--- src/rtl/mbs_pkg.sv ---
package mbs_pkg;

    localparam int SAMPLE_W = 8;

    typedef enum logic [1:0] {
        ST_FILL,
        ST_DRAIN,
        ST_MARK
    } mbs_state_e;

    // Saturate a signed intermediate to an unsigned byte.
    function automatic logic [SAMPLE_W-1:0] clamp_u8(input logic signed [18:0] v);
        if (v < 0)
            return '0;
        else if (v > 19'sd255)
            return 8'd255;
        else
            return v[SAMPLE_W-1:0];
    endfunction

endpackage

--- src/rtl/mbs_convert.sv ---
module mbs_convert
    import mbs_pkg::*;
(
    input  logic [SAMPLE_W-1:0] r,
    input  logic [SAMPLE_W-1:0] g,
    input  logic [SAMPLE_W-1:0] b,
    output logic [SAMPLE_W-1:0] luma,
    output logic [SAMPLE_W-1:0] cb,
    output logic [SAMPLE_W-1:0] cr
);

    logic signed [18:0] r_s, g_s, b_s;
    logic signed [18:0] y_acc, cb_acc, cr_acc;

    assign r_s = {11'd0, r};
    assign g_s = {11'd0, g};
    assign b_s = {11'd0, b};

    always_comb begin
        y_acc  = 19'sd66 * r_s + 19'sd129 * g_s + 19'sd25 * b_s + 19'sd128;
        cb_acc = 19'sd112 * b_s - 19'sd38 * r_s - 19'sd74 * g_s + 19'sd128;
        cr_acc = 19'sd112 * r_s - 19'sd94 * g_s - 19'sd18 * b_s + 19'sd128;
        luma   = clamp_u8((y_acc  >>> 8) + 19'sd16);
        cb     = clamp_u8((cb_acc >>> 8) + 19'sd128);
        cr     = clamp_u8((cr_acc >>> 8) + 19'sd128);
    end

endmodule

--- src/rtl/mbs_buffer.sv ---
module mbs_buffer
    import mbs_pkg::*;
#(
    parameter int MB_DIM = 16
) (
    input  logic                          clk,
    input  logic                          wr_en,
    input  logic [$clog2(MB_DIM*MB_DIM)-1:0] wr_idx,
    input  logic [SAMPLE_W-1:0]           wr_y,
    input  logic [SAMPLE_W-1:0]           wr_cb,
    input  logic [SAMPLE_W-1:0]           wr_cr,
    input  logic [$clog2(MB_DIM*MB_DIM)-1:0] rd_y_idx,
    output logic [SAMPLE_W-1:0]           rd_y,
    input  logic [$clog2(MB_DIM*MB_DIM)-2:0] rd_c_idx,
    output logic [SAMPLE_W-1:0]           rd_c
);

    localparam int MB_PIX = MB_DIM * MB_DIM;
    localparam int PIX_W  = $clog2(MB_PIX);
    localparam int XW     = $clog2(MB_DIM);
    localparam int BW     = XW - 1;
    localparam int C_PIX  = MB_PIX / 4;
    localparam int CPIX_W = PIX_W - 2;
    localparam int SUM_W  = SAMPLE_W + 2;

    logic [SAMPLE_W-1:0] luma_mem [MB_PIX];
    logic [SUM_W-1:0]    cb_sum   [C_PIX];
    logic [SUM_W-1:0]    cr_sum   [C_PIX];

    // Write side: raster position split into column and row.
    logic [XW-1:0]     wx, wy;
    logic [CPIX_W-1:0] wgrp;
    logic              grp_first;

    assign wx        = wr_idx[XW-1:0];
    assign wy        = wr_idx[PIX_W-1:XW];
    assign wgrp      = {wy[XW-1:1], wx[XW-1:1]};
    assign grp_first = !wx[0] && !wy[0];

    always_ff @(posedge clk) begin
        if (wr_en) begin
            luma_mem[wr_idx] <= wr_y;
            if (grp_first) begin
                cb_sum[wgrp] <= {2'b00, wr_cb};
                cr_sum[wgrp] <= {2'b00, wr_cr};
            end else begin
                cb_sum[wgrp] <= cb_sum[wgrp] + {2'b00, wr_cb};
                cr_sum[wgrp] <= cr_sum[wgrp] + {2'b00, wr_cr};
            end
        end
    end

    // Luma read: output index {block, row, col} mapped to raster {y, x}.
    logic [1:0]      ry_blk;
    logic [BW-1:0]   ry_row, ry_col;
    logic [PIX_W-1:0] ry_addr;

    assign ry_blk  = rd_y_idx[PIX_W-1:PIX_W-2];
    assign ry_row  = rd_y_idx[PIX_W-3:BW];
    assign ry_col  = rd_y_idx[BW-1:0];
    assign ry_addr = {ry_blk[1], ry_row, ry_blk[0], ry_col};
    assign rd_y    = luma_mem[ry_addr];

    // Chroma read: top index bit picks the channel, then a rounded mean.
    logic [SUM_W-1:0] sel_sum;
    logic [SUM_W:0]   rounded;

    assign sel_sum = rd_c_idx[CPIX_W] ? cr_sum[rd_c_idx[CPIX_W-1:0]]
                                      : cb_sum[rd_c_idx[CPIX_W-1:0]];
    assign rounded = {1'b0, sel_sum} + (SUM_W+1)'(2);
    assign rd_c    = rounded[SUM_W-1:2];

endmodule

--- src/rtl/mb_splitter.sv ---
module mb_splitter
    import mbs_pkg::*;
#(
    parameter int MB_DIM = 16
) (
    input  logic                clk,
    input  logic                rst_n,
    input  logic                in_valid,
    output logic                in_ready,
    input  logic                in_eos,
    input  logic [SAMPLE_W-1:0] in_r,
    input  logic [SAMPLE_W-1:0] in_g,
    input  logic [SAMPLE_W-1:0] in_b,
    output logic                y_valid,
    input  logic                y_ready,
    output logic [SAMPLE_W-1:0] y_data,
    output logic                y_eos,
    output logic                c_valid,
    input  logic                c_ready,
    output logic [SAMPLE_W-1:0] c_data,
    output logic                c_eos
);

    localparam int MB_PIX = MB_DIM * MB_DIM;
    localparam int PIX_W  = $clog2(MB_PIX);
    localparam int C_CNT  = MB_PIX / 2;
    localparam int CW     = $clog2(C_CNT);

    mbs_state_e       state, state_nx;
    logic [PIX_W-1:0] pix_cnt, y_cnt;
    logic [CW-1:0]    c_cnt;
    logic             y_done, c_done;

    logic [SAMPLE_W-1:0] cv_y, cv_cb, cv_cr, rd_y, rd_c;
    logic px_fire, eos_fire, y_fire, c_fire;
    logic y_last, c_last, y_fin, c_fin;

    mbs_convert u_conv (
        .r    (in_r),
        .g    (in_g),
        .b    (in_b),
        .luma (cv_y),
        .cb   (cv_cb),
        .cr   (cv_cr)
    );

    mbs_buffer #(.MB_DIM(MB_DIM)) u_buf (
        .clk      (clk),
        .wr_en    (px_fire),
        .wr_idx   (pix_cnt),
        .wr_y     (cv_y),
        .wr_cb    (cv_cb),
        .wr_cr    (cv_cr),
        .rd_y_idx (y_cnt),
        .rd_y     (rd_y),
        .rd_c_idx (c_cnt),
        .rd_c     (rd_c)
    );

    assign px_fire  = in_valid && in_ready && !in_eos;
    assign eos_fire = in_valid && in_ready && in_eos;
    assign y_fire   = y_valid && y_ready;
    assign c_fire   = c_valid && c_ready;
    assign y_last   = (state == ST_MARK) || (y_cnt == PIX_W'(MB_PIX - 1));
    assign c_last   = (state == ST_MARK) || (c_cnt == CW'(C_CNT - 1));
    assign y_fin    = y_done || (y_fire && y_last);
    assign c_fin    = c_done || (c_fire && c_last);

    // Next-state selection.
    always_comb begin
        state_nx = state;
        unique case (state)
            ST_FILL: begin
                if (eos_fire)
                    state_nx = ST_MARK;
                else if (px_fire && pix_cnt == PIX_W'(MB_PIX - 1))
                    state_nx = ST_DRAIN;
            end
            ST_DRAIN, ST_MARK: begin
                if (y_fin && c_fin)
                    state_nx = ST_FILL;
            end
            default: state_nx = ST_FILL;
        endcase
    end

    // State register and sequencing counters.
    always_ff @(posedge clk) begin
        if (!rst_n) begin
            state   <= ST_FILL;
            pix_cnt <= '0;
            y_cnt   <= '0;
            c_cnt   <= '0;
            y_done  <= 1'b0;
            c_done  <= 1'b0;
        end else begin
            state <= state_nx;
            if (state == ST_FILL) begin
                y_cnt  <= '0;
                c_cnt  <= '0;
                y_done <= 1'b0;
                c_done <= 1'b0;
                if (eos_fire)
                    pix_cnt <= '0;
                else if (px_fire)
                    pix_cnt <= pix_cnt + 1'b1;
            end else begin
                if (y_fire) begin
                    y_cnt <= y_cnt + 1'b1;
                    if (y_last)
                        y_done <= 1'b1;
                end
                if (c_fire) begin
                    c_cnt <= c_cnt + 1'b1;
                    if (c_last)
                        c_done <= 1'b1;
                end
            end
        end
    end

    // Outputs.
    always_comb begin
        in_ready = (state == ST_FILL);
        y_valid  = (state != ST_FILL) && !y_done;
        c_valid  = (state != ST_FILL) && !c_done;
        y_eos    = (state == ST_MARK);
        c_eos    = (state == ST_MARK);
        y_data   = (state == ST_MARK) ? '0 : rd_y;
        c_data   = (state == ST_MARK) ? '0 : rd_c;
    end

    // luminance output held under backpressure.
    p_y_hold_r7: assert property (@(posedge clk) disable iff (!rst_n)
        y_valid && !y_ready |=> y_valid && $stable(y_data) && $stable(y_eos));

    // chrominance output held under backpressure.
    p_c_hold_r7: assert property (@(posedge clk) disable iff (!rst_n)
        c_valid && !c_ready |=> c_valid && $stable(c_data) && $stable(c_eos));

    // no input accepted while any output is pending.
    p_in_stall_r6: assert property (@(posedge clk) disable iff (!rst_n)
        (y_valid || c_valid) |-> !in_ready);

    // luminance samples stay in the nominal range.
    p_luma_range_r1: assert property (@(posedge clk) disable iff (!rst_n)
        y_valid && !y_eos |-> (y_data >= 8'd16 && y_data <= 8'd235));

    // averaged chroma samples stay in the nominal range.
    p_chroma_range_r2: assert property (@(posedge clk) disable iff (!rst_n)
        c_valid && !c_eos |-> (c_data >= 8'd16 && c_data <= 8'd240));

    // the last pixel of a region closes the input on the next cycle.
    p_close_after_fill_r6: assert property (@(posedge clk) disable iff (!rst_n)
        in_valid && in_ready && !in_eos && pix_cnt == PIX_W'(MB_PIX - 1)
        |=> !in_ready && y_valid && c_valid);

endmodule

--- config.mk ---
export PLATFORM = sky130hd
export DESIGN_NAME = mb_splitter
export DESIGN_NICKNAME = d
export VERILOG_FILES = /design/src/rtl/mbs_pkg.sv /design/src/rtl/mbs_convert.sv /design/src/rtl/mbs_buffer.sv /design/src/rtl/mb_splitter.sv
export SDC_FILE = /design/constraint.sdc
export NUM_CORES = 2
export LEC_CHECK = 0
export BUFFER_PORTS_ARGS = -buffer_cell sky130_fd_sc_hd__clkbuf_2
export CAP_MARGIN = 20
export CORE_ASPECT_RATIO = 1.5
export CORE_UTILIZATION = 40
export CTS_CLUSTER_DIAMETER = 50
export DETAILED_ROUTE_END_ITERATION = 10
export HOLD_SLACK_MARGIN = 0.05
export PLACE_DENSITY = 0.62
export SLEW_MARGIN = 20
export SYNTH_ARGS = -nofsm -noshare
export SYNTH_HDL_FRONTEND = slang
export SYNTH_HIERARCHICAL = 1
export SYNTH_SLANG_ARGS = --single-unit
--- constraint.sdc ---
create_clock -name clk -period 34.9 [get_ports clk]
set_clock_uncertainty 0.1 [all_clocks]
set_input_delay 1.745 -clock clk [delete_from_list [all_inputs] [get_ports clk]]
set_output_delay 1.745 -clock clk [all_outputs]
set_load 0.1 [all_outputs]
==> flow_results.org <==
** Outcome
- The flow ran to the end, and the final reports show no timing, DRC or antenna violations.

** Finish
- Highest-count cells in the layout ignoring fill and taps :: edfxtp_1 (3328), mux4_2 (909), a22oi_1 (385), clkbuf_16 (352), nor2_1 (339)
- Leading cell type in the layout, fill and taps excluded :: edfxtp_1
- In the final layout, the share of cells above drive strength 1 is 23.4%.
- Summing all non-filler instances in the final layout gives an area of 163000 um2.
- The final layout contains 8087 nets.
- Finished Layout Cells :: 12759
- Area Overhead vs Synth :: 12.4%

** Critical path
- The slowest stage of the critical path belongs to the cell fa_1.
- By instance count, the cell type seen most on the critical path is ha_1.
- Endpoint required time on the critical path :: 35.41 ns
- The worst setup path is captured at a flop.
- Data on the critical path arrives at its endpoint at 11.74 ns.
- Along the worst path, the maximum fanout reaches 64.
- Reg-to-reg startpoint :: pix_cnt[2]
- The worst register-to-register path ends at u_buf/cr_sum[14][8].
- Crit path to :: u_buf/cr_sum[14][8]
- For this run, the slowest stage of the critical path takes 0.54 ns.
- Element type at the critical path start :: input pin
- Worst setup path start :: in_g[3]
- In this run the register-to-register setup slack is 27.62 ns.
- R2r worst-path depth :: 17
- The critical path in this run is classified as in2reg.

** Synthesis
- Dominant cells by area after synthesis :: edfxtp_1 (69%), mux4_2 (14%), ha_1 (2.4%), a22oi_1 (2.0%), mux4_1 (1.2%)
- Synthesized netlist net count :: 7942
- Counting flops and latches in the post-synthesis netlist gives 3355.
- Most used flip-flop cell after synthesis :: edfxtp_1
- Synthesized area :: 145000 um2
- Sequential cells were found to cover 69.3% of the synthesized design area.
- Yosys mapped a number of flops with a built-in enable equal to 3328.
- Distinct cell type count of the synthesized netlist :: 92
- The Yosys step of the flow raised 6 warnings.
- Proportion of netlist area held by the largest area contributor :: 68.9%
- The biggest area contributor in the post-synthesis netlist is edfxtp_1.
- For this run, asynchronously set or reset flops after synthesis account for 0%.
- Syn Inst Count :: 7567
- A synthesized cell averages 19.2 um2.

** Detailed routing
- After detailed routing, the average wire length per cell comes to 34.2 um.
- Via count normalized by instance count :: 6.33
- The detailed router finished its first iteration with 10110 violations.
- Total DRC errors in the routed layout :: 0
- Number of search-and-repair iterations in the first detailed-routing pass :: 6
- Final wirelength :: 436000 um
- In this run the remaining antenna-violating nets after routing total 0.
- Vias :: 80755

** Timing
- Adding up every negative setup slack in the final design gives 0 ns.
- Highest Clock Rate :: 89.1 MHz
- For the pin with the worst max-slew slack, the measured transition is 1.33 ns.
- The worst pin sits at a relative slew slack of 11.5%.
- Portion of the clock cycle consumed by the worst path in the final layout :: 32.2%
- Endpoints failing setup :: 0
- The count of endpoints failing hold in the final timing report was 0.
- Setup slack on the critical path of the routed design comes to 23.67 ns.
- Setup repair after global routing left no endpoint under its margin.
- Minimum clock period after layout :: 11.23 ns
- Number of pins with negative max-slew slack in the final report :: 0

** Global routing
- The first global-routing pass estimated 616000 um of wire.
- Global routing used 23.6% of the available tracks.
- Total congestion overflow after global routing :: 0
- The number of global-route vias before repair is 81965.
- Largest net degree at the start of global routing :: 184
- The number of antenna violations at the first check in global routing was 15.

** Place
- RePlAce Congestion :: 0.934
- Once detailed placement completed, the half-perimeter wirelength came to 270000 um.
- Once placement completed, the tool counted placed cells totaling 12124.
- Worst setup slack before clock tree synthesis :: 22.95 ns
- Port buffer count :: 50
- The placed instances occupy a cell area of 152000 um2.

** Floorplan
- After floorplanning, the core was divided into 270 placement rows.
- In this run the vertical extent of the chip is 739 um.
- Chip Width :: 494 um
- In this run the count of I/O pins placed on the die edge is 51.
- Initial Util :: 40.2%
- The total area inside the core boundary comes to 360000 um2.
- The die covers 365000 um2.

** CTS
- Clock tree from TritonCTS :: done
- Number of buffers inserted to repair setup after CTS :: 0
- Clock latency reported for the late side of the worst-skew pair :: 0.92 ns
- The tree is rooted in a clkbuf_16.
- Clock-pin slew reported for the worst setup and hold paths after clock tree synthesis :: 0.06 ns
- Clock tree synthesis found a total of 3355 sinks.
- No sink is reached through more buffers than the 4 on the longest clock path.
- Number of levels in the clock H-tree :: 5
- Post-CTS Hold Buffers :: 0
- Gates resized during post-CTS repair numbered 0.
- In this run, CTS created clock tree buffers numbering 345.

** Hold path
- Class of the worst hold path :: reg2reg

** Run
- MaxCap Viol Count :: 0
[synth_stat cells (13+ instances only)]
cell type	number
nor2b_1	43
nand3_1	52
fa_1	70
mux4_2	909
clkbuf_1	283
buf_2	73
o21a_1	16
a221oi_1	107
nor3b_1	14
a31oi_1	112
ha_1	275
nand4_1	48
dfxtp_1	27
nor3_1	31
a22oi_1	385
edfxtp_1	3328
a211oi_1	13
and3_1	18
mux2_2	15
a21o_1	33
a22o_1	113
a21oi_1	108
mux2i_1	42
nand2_1	109
nor2_1	407
buf_4	20
xnor2_1	79
o21ai_0	71
or2_2	17
nor4_1	43
nand2b_1	27
xor2_1	45
o221ai_1	17
inv_1	175
buf_6	14
o22ai_1	96
and2_1	15
mux4_1	66
o21bai_1	16
buf_1	70
[area by class of cell]
class,instances,area [um2]
fillers,30084,197000
flip-flops and latches,3355,101000
multi-input cells,3557,42400
clock buffers,402,9000
well taps,4760,5960
clock inverters,220,2310
repair buffers,276,2130
inverters,177,664
diodes,12,30.0
[critical path: cells and delay by family]
family | cells | cell delay, ns
buf+inv | 7 | 1.13
xor+xnor | 3 | 0.81
simple gates | 5 | 0.63
compound gates | 17 | 3.96
fa+ha+maj | 10 | 3.39
[layer usage]
| layer | GRT usage [%] | vias up | routed length, um |
|---|---|---|---|
| met5 | 0 | - | 58 |
| met4 | 12.7 | 8 | 27300 |
| met3 | 4.89 | 1197 | 40200 |
| met2 | 40.1 | 4733 | 218000 |
| met1 | 28.1 | 42657 | 150000 |
| li1 | - | 32160 | - |
[worst min path at each step]
stage	from	end	slack, ns	cells after the start
floorplan	state[1]	state[1]	0.35	2
global placement	state[1]	state[1]	0.37	2
detailed placement	state[1]	state[1]	0.38	2
CTS	state[1]	state[1]	0.39	2
global route	state[1]	state[1]	0.42	2
finish	state[1]	state[1]	0.40	2
[kinds of logic (layout without fill, tap and decap cells)]
logic type | count (synthesis) | in the layout | synth area share, %
XOR/XNOR | 126 | 126 | 0.779
flip-flops | 3355 | 3355 | 69.3
multiplexers | 1033 | 1033 | 15.7
buffers and inverters | 655 | 1075 | 2.04
AO/OA/AOI/OAI | 1177 | 1177 | 5.89
other | 0 | 12 | 0
AND/OR/NAND/NOR | 876 | 876 | 2.91
adder cells (fa/ha/maj) | 345 | 345 | 3.34
[metrics by stage]
step	hold slack, ns	util [%]
finish	0.400	45.2
global route	0.416	45.2
CTS	0.392	45.2
detailed placement	0.381	42.1
global placement	0.372	42.1
floorplan	0.355	-
[sequential cells by signal (all words and copies together), names as in the netlist, 2 cells and up]
signal          count
pix_cnt             8
u_buf/cr_sum      640
c_cnt               7
state               2
u_buf/cb_sum      640
y_cnt               8
u_buf/luma_mem   2048
Power is not shown: default switching activity piles up to over one toggle a cycle in this logic, so the estimate is an artifact.
